[config.mk]
export PLATFORM = sky130hd
export DESIGN_NAME = txlink_frame_rx
export DESIGN_NICKNAME = d
export VERILOG_FILES = /design/src/rtl/fsr_pkg.sv /design/src/rtl/fsr_edge_detect.sv /design/src/rtl/fsr_framer.sv /design/src/rtl/fsr_decoder.sv /design/src/rtl/txlink_frame_rx.sv
export SDC_FILE = /design/constraint.sdc
export NUM_CORES = 1
export LEC_CHECK = 0
export ABC_AREA = 1
export CAP_MARGIN = 20
export CORE_MARGIN = 1.5
export CORE_UTILIZATION = 41
export CTS_BUF_LIST = sky130_fd_sc_hd__clkbuf_16
export DETAILED_ROUTE_END_ITERATION = 7
export PLACE_DENSITY = 0.62
export SETUP_SLACK_MARGIN = 0.15
export SYNTH_ARGS = -nofsm -noshare
export SYNTH_HDL_FRONTEND = slang
export SYNTH_SLANG_ARGS = --single-unit
[constraint.sdc]
create_clock -name clk -period 1.34 [get_ports clk]
set_clock_uncertainty 0.05 [all_clocks]
set_input_delay 0.268 -clock clk [delete_from_list [all_inputs] [get_ports clk]]
set_output_delay 0.268 -clock clk [all_outputs]
set_load 0.02 [all_outputs]
[src/rtl/fsr_pkg.sv]
package fsr_pkg;
    localparam int CMD_W   = 4;
    localparam int PAD_W   = 2;
    localparam int SMP_W   = 10;
    localparam int FRAME_W = CMD_W + PAD_W + SMP_W;
    localparam int CNT_W   = $clog2(FRAME_W);
    localparam int BYTE_W  = 8;
    localparam int ADDR_W  = BYTE_W - 1;
    localparam int WDATA_W = 2 * BYTE_W;
    localparam int GAIN_W  = 4;

    localparam logic [GAIN_W-1:0] GAIN_RESET = 4'b0101;
    localparam logic [GAIN_W-1:0] GAIN_MAX   = 4'b1000;

    localparam logic [CMD_W-1:0] CMD_SET_ADDR = 4'b1000;
    localparam logic [CMD_W-1:0] CMD_HI_BYTE  = 4'b1010;
    localparam logic [CMD_W-1:0] CMD_LO_BYTE  = 4'b1011;

    typedef struct packed {
        logic [CMD_W-1:0] cmd;
        logic [PAD_W-1:0] pad;
        logic [SMP_W-1:0] smp;
    } frame_t;

    // Gain selection skips code 0100 on the upper half of the selector.
    function automatic logic [GAIN_W-1:0] next_gain(input logic [CMD_W-2:0] sel,
                                                    input logic [GAIN_W-1:0] cur);
        logic [GAIN_W-1:0] ext;
        ext = GAIN_W'(sel);
        if (sel == '0)
            return cur;
        else if (!sel[CMD_W-2])
            return ext;
        else
            return ext + GAIN_W'(1);
    endfunction
endpackage

[src/rtl/fsr_edge_detect.sv]
module fsr_edge_detect
    import fsr_pkg::*;
(
    input  logic clk,
    input  logic rst,
    input  logic cfg_conv_rise,
    input  logic ser_clk,
    input  logic ser_conv,
    input  logic ser_dat,
    output logic bit_tick,
    output logic conv_tick,
    output logic conv_lvl,
    output logic dat_lvl
);
    logic clk_q, clk_qq;

    always_ff @(posedge clk) begin
        if (rst) begin
            clk_q    <= 1'b0;
            clk_qq   <= 1'b0;
            conv_lvl <= 1'b0;
            dat_lvl  <= 1'b0;
        end else begin
            clk_q    <= ser_clk;
            clk_qq   <= clk_q;
            conv_lvl <= ser_conv;
            dat_lvl  <= ser_dat;
        end
    end

    logic fall_seen, rise_seen;
    always_comb begin
        fall_seen = clk_qq & ~clk_q;
        rise_seen = ~clk_qq & clk_q;
        bit_tick  = fall_seen;
        conv_tick = cfg_conv_rise ? rise_seen : fall_seen;
    end
endmodule

[src/rtl/fsr_framer.sv]
module fsr_framer
    import fsr_pkg::*;
(
    input  logic   clk,
    input  logic   rst,
    input  logic   cfg_first_dly,
    input  logic   bit_tick,
    input  logic   conv_tick,
    input  logic   conv_lvl,
    input  logic   dat_lvl,
    output logic   frame_vld,
    output frame_t frame
);
    logic               conv_last;
    logic               active;
    logic               skip;
    logic [CNT_W-1:0]   cnt;
    logic [FRAME_W-2:0] shreg;
    logic               start;

    assign start = conv_tick & conv_last & ~conv_lvl;

    always_ff @(posedge clk) begin
        if (rst) begin
            conv_last <= 1'b0;
            active    <= 1'b0;
            skip      <= 1'b0;
            cnt       <= '0;
            shreg     <= '0;
            frame_vld <= 1'b0;
            frame     <= '0;
        end else begin
            frame_vld <= 1'b0;
            if (conv_tick)
                conv_last <= conv_lvl;
            if (start) begin
                // new frame; any partial frame is dropped
                active <= 1'b1;
                cnt    <= '0;
                skip   <= cfg_first_dly;
                if (bit_tick) begin
                    if (cfg_first_dly) begin
                        skip <= 1'b0;
                    end else begin
                        shreg <= {shreg[FRAME_W-3:0], dat_lvl};
                        cnt   <= CNT_W'(1);
                    end
                end
            end else if (active && bit_tick) begin
                if (skip) begin
                    skip <= 1'b0;
                end else begin
                    shreg <= {shreg[FRAME_W-3:0], dat_lvl};
                    if (cnt == CNT_W'(FRAME_W - 1)) begin
                        active    <= 1'b0;
                        frame_vld <= 1'b1;
                        frame     <= frame_t'({shreg, dat_lvl});
                    end else begin
                        cnt <= cnt + CNT_W'(1);
                    end
                end
            end
        end
    end
endmodule

[src/rtl/fsr_decoder.sv]
module fsr_decoder
    import fsr_pkg::*;
(
    input  logic               clk,
    input  logic               rst,
    input  logic               cfg_dyn_gain,
    input  logic               frame_vld,
    input  frame_t             frame,
    output logic               smp_vld,
    output logic [SMP_W-1:0]   smp_data,
    output logic [GAIN_W-1:0]  gain,
    output logic               wr_en,
    output logic [ADDR_W-1:0]  wr_addr,
    output logic [WDATA_W-1:0] wr_data
);
    logic [ADDR_W-1:0] ind_addr;
    logic              ind_read;
    logic [BYTE_W-1:0] ind_hi;
    logic [BYTE_W-1:0] payload;

    assign payload = frame.smp[BYTE_W-1:0];

    always_ff @(posedge clk) begin
        if (rst) begin
            smp_vld  <= 1'b0;
            smp_data <= '0;
            gain     <= GAIN_RESET;
            wr_en    <= 1'b0;
            wr_addr  <= '0;
            wr_data  <= '0;
            ind_addr <= '0;
            ind_read <= 1'b0;
            ind_hi   <= '0;
        end else begin
            smp_vld <= 1'b0;
            wr_en   <= 1'b0;
            if (frame_vld) begin
                if (!frame.cmd[CMD_W-1]) begin
                    smp_vld  <= 1'b1;
                    smp_data <= frame.smp;
                    if (cfg_dyn_gain)
                        gain <= next_gain(frame.cmd[CMD_W-2:0], gain);
                end else begin
                    case (frame.cmd)
                        CMD_SET_ADDR: begin
                            ind_addr <= payload[BYTE_W-1:1];
                            ind_read <= payload[0];
                        end
                        CMD_HI_BYTE: ind_hi <= payload;
                        CMD_LO_BYTE: begin
                            if (!ind_read) begin
                                wr_en    <= 1'b1;
                                wr_addr  <= ind_addr;
                                wr_data  <= {ind_hi, payload};
                                ind_addr <= ind_addr + ADDR_W'(1);
                            end
                        end
                        default: ;  // reserved codes
                    endcase
                end
            end
        end
    end
endmodule

[src/rtl/txlink_frame_rx.sv]
module txlink_frame_rx
    import fsr_pkg::*;
(
    input  logic               clk,
    input  logic               rst,
    input  logic               cfg_conv_rise,
    input  logic               cfg_first_dly,
    input  logic               cfg_dyn_gain,
    input  logic               ser_clk,
    input  logic               ser_conv,
    input  logic               ser_dat,
    output logic               smp_vld,
    output logic [SMP_W-1:0]   smp_data,
    output logic [GAIN_W-1:0]  gain,
    output logic               wr_en,
    output logic [ADDR_W-1:0]  wr_addr,
    output logic [WDATA_W-1:0] wr_data
);
    logic   bit_tick, conv_tick, conv_lvl, dat_lvl;
    logic   frame_vld;
    frame_t frame;

    fsr_edge_detect edge_i (
        .clk(clk), .rst(rst), .cfg_conv_rise(cfg_conv_rise),
        .ser_clk(ser_clk), .ser_conv(ser_conv), .ser_dat(ser_dat),
        .bit_tick(bit_tick), .conv_tick(conv_tick),
        .conv_lvl(conv_lvl), .dat_lvl(dat_lvl)
    );

    fsr_framer framer_i (
        .clk(clk), .rst(rst), .cfg_first_dly(cfg_first_dly),
        .bit_tick(bit_tick), .conv_tick(conv_tick),
        .conv_lvl(conv_lvl), .dat_lvl(dat_lvl),
        .frame_vld(frame_vld), .frame(frame)
    );

    fsr_decoder decode_i (
        .clk(clk), .rst(rst), .cfg_dyn_gain(cfg_dyn_gain),
        .frame_vld(frame_vld), .frame(frame),
        .smp_vld(smp_vld), .smp_data(smp_data), .gain(gain),
        .wr_en(wr_en), .wr_addr(wr_addr), .wr_data(wr_data)
    );
endmodule

==> flow_summary.yaml <==
run_status:
  status: "complete, but fails checks"
  violations: "setup timing"
setup_path:
  r2r_cells: 8
  start_kind: "flip-flop"
  cp.arrival_ns: 1.60
  crit_family: "flip-flops"
  crit_chain: "ha_4 -> nand3_4 -> inv_4 -> nand3_4 -> buf_12 -> clkinv_8 -> o21ai_2 -> a21oi_2"
  end_kind: "flip-flop"
  worst_path_max_delay_cell: "dfxtp_4"
  cp.required_ns: 1.52
  path_buf_inv: 3
  reg2reg_to: "decode_i.wr_addr[4]"
  path_class: "reg -> reg"
  crit_path_frequent_cell: "nand3_4"
  reg2reg_slack_ns: -0.07
  path_max_fanout: 7
  slowest_delay_ns: 0.37
  r2r_start: "framer_i.frame[12]"
global_route:
  grt-ovfl-total: 0
  grtUsageTotal: 0.193
  first_global_vias: 3336
  antenna_found_initial: 0
  grt_max_degree: 50
  grt_first_pass_wirelength_um: 15300
synthesis:
  synth_warnings: 0
  synth_xor_area_frac: 0
  syn-num-nets: 524
  synth_top_family_by_area: "simple AND/OR/NAND/NOR gates"
  synth_seq_cells: 96
  muxShareOfSynthArea: 0
  synth_fa_ha_area_frac: 0.0162
  synth_compound_area_frac: 0.120
  yosys.area_share.simple: 0.285
  syn_area_sq_um: 3850
  seq_area_frac_synth: 0.499
  synthCells: 511
  syn_area_per_cell_sq_um: 7.54
  synth_cell_types: 32
timing:
  finalCritPeriodShare: 1.05
  fin_hold_ws_ns: 0.381
  rsz0062_at_grt: "true"
  fmax_mhz: 708
  hold_violations: 0
  final_max_slew_viol_count: 0
  timing.final.ws_setup_ns: -0.0726
  setup_violations: 58
  tightest_slew_ns: 0.315
  relSlewSlack: 0.790
  fin_crit_ns: 1.41
power_and_ir_drop:
  switching_power_mw: 1.32
  seqPwrFrac: 0.516
  comb_power_share: 0.034
  pwr_density_cell_nw_per_um2: 941
  p_leak_nw: 2.54
  p_int_mw: 4.23
  p_clk_frac: 0.450
  irDropWorstVdd_uv: 600
  power.total_mw: 5.55
  p_sw_frac: 0.237
clock_network:
  clock_latency_ns: 0.34
  clock-sinks: 96
  cts_root_buf: "clkbuf_16"
  cts_max_level: 3
  cts_made_buffers: 9
  cts.hold.buffers_added: 0
  cts_tree: "done"
  clkTransAtPathRegs_ns: 0.07
  cts_buffer_depth: 2
detailed_routing:
  final_antenna_net_count: 0
  drt_iter0_drc: 92
  wl_per_cell_um: 14.0
  dr.pass1.iters: 4
  wirelength_um: 10100
  routed_via_density: 4.98
  route.detailed.drc: 0
  dr_total_vias: 3604
min_path:
  whs_endpoint: "framer_i.cnt[0]"
  min_from: "rst"
  min_path_type: "in -> reg"
  whs_path_depth: 3
die:
  start_util: 0.421
  die_w_um: 99.9
  rows: 35
  die_h_um: 99.9
  io_pins: 47
  die_area_sq_um: 9990
  core_area_sq_um: 9150
place:
  dp_slack_ns: -0.344
  portBuffers: 46
  dp_cells: 679
  dp_hpwl_um: 5850
  gp_congestion: 0.777
cells_and_area:
  drive_gt1_frac: 0.492
  area_growth_pct: 52.9
  post-route-util: 0.644
  insertedDiodeCount: 0
  nNetsFinal: 620
  stdcell_count: 723
run:
  drv_cap: 0
-- routing by layer --
metal,vias to the layer above,share of wire,GRT usage
met5,-,0,0
met4,0,0.015,0.0834
met1,1701,0.43,0.229
met2,56,0.52,0.343
met3,11,0.028,0.0313
li1,1836,-,-
-- layout make-up --
type / count / area [sq um]
fillers: 768 / 3260
multi-input cells: 345 / 2260
flip-flops and latches: 96 / 1960
repair buffers: 102 / 971
clock buffers: 9 / 225
inverters: 49 / 218
well taps: 111 / 139
clock inverters: 7 / 61.3
repair inverters: 4 / 56.3
-- cell usage after synthesis (all sizes together) --
master / instances / area (sq um)
a21oi: 31 / 181
a31oi: 1 / 6.26
buf: 13 / 90.1
clkbuf: 8 / 30.0
clkinv: 2 / 8.75
dfxtp: 96 / 1920
ha: 5 / 62.6
inv: 47 / 179
nand2: 102 / 393
nand3: 40 / 235
nand3b: 2 / 27.5
nand4: 4 / 25.0
nor2: 104 / 403
nor3b: 1 / 7.51
o21ai: 53 / 265
o311a: 1 / 10.0
or2: 1 / 6.26
-- layout by cell type (no fill, tap or decap), types with 4 or more instances in the layout --
cell type,count
clkbuf_16,14
nand3_2,7
o21ai_0,22
nand3_4,9
nand2_4,18
o21ai_2,22
buf_12,8
clkdlybuf4s50_1,5
nand2_2,33
dfxtp_4,5
a21oi_2,19
buf_2,20
inv_4,5
buf_4,51
dfxtp_1,78
a21oi_1,12
o21ai_1,8
nor2_1,68
inv_1,36
nand2_1,49
dfxtp_2,13
buf_6,9
nor2_2,29
inv_2,5
nor2_4,7
nand3_1,24
nand4_1,4
-- worst min-delay path: stages --
cell	delay, ns
dlymetal6s2s_1	0.22
buf_4	0.21
a21oi_2	0.04
-- power by group through the flow --
stage / Sequential (mW) / Clock, mW / Combinational [mW]
final: 2.86 / 2.49 / 0.191
after global routing: 2.86 / 2.67 / 0.208
after CTS: 2.86 / 2.53 / 0.154
after detailed placement: 2.93 / 0 / 0.145
after global placement: 2.93 / 0 / 0.144
after floorplan: 2.92 / 0 / 0.0857
-- registers in the layout, indices dropped and copies added, names as in the netlist, 4 cells and up --
name	cells
framer_i.shreg	15
decode_i.ind_hi	8
decode_i.wr_addr	7
decode_i.gain	4
decode_i.ind_addr	7
framer_i.frame	14
decode_i.wr_data	16
decode_i.smp_data	10
framer_i.cnt	4
-- kinds of logic (layout without fill, tap and decap cells) --
group,Yosys count,count (layout)
flip-flops,96,96
AND/OR/NAND/NOR,254,254
adder cells (fa/ha/maj),5,5
AO/OA/AOI/OAI,86,86
buffers and inverters,70,171
-- worst max path at each step --
stage / start / to / slack, ns / depth (start not counted)
floorplan: framer_i.frame[13] / decode_i.wr_data[4] / 0.03 / 8
global placement: cfg_conv_rise / framer_i.frame[13] / -0.32 / 10
detailed placement: cfg_conv_rise / framer_i.shreg[9] / -0.34 / 11
CTS: framer_i.frame[12] / decode_i.wr_addr[1] / -0.03 / 7
global route: edge_i.clk_q / framer_i.frame[0] / -0.14 / 8
finish: framer_i.frame[12] / decode_i.wr_addr[4] / -0.07 / 8
-- timing repair --
action                                  in CTS  in global routing
gates resized for setup                    237                145
setup buffers                                9                  9
cloned                                       4                  6
endpoints found under the setup margin     117                105
pin swaps                                   25                 29
-- stage by stage --
step,TNS (ns),cell area (sq um)
2_1_floorplan,0,4020
3_3_place_gp,-14.91,4770
3_5_place_dp,-16.14,4770
4_1_cts,-0.184,5270
5_1_grt,-6.00,5890
6_report,-1.87,5890
No activity file was read; power rests on OpenSTA's default activity.
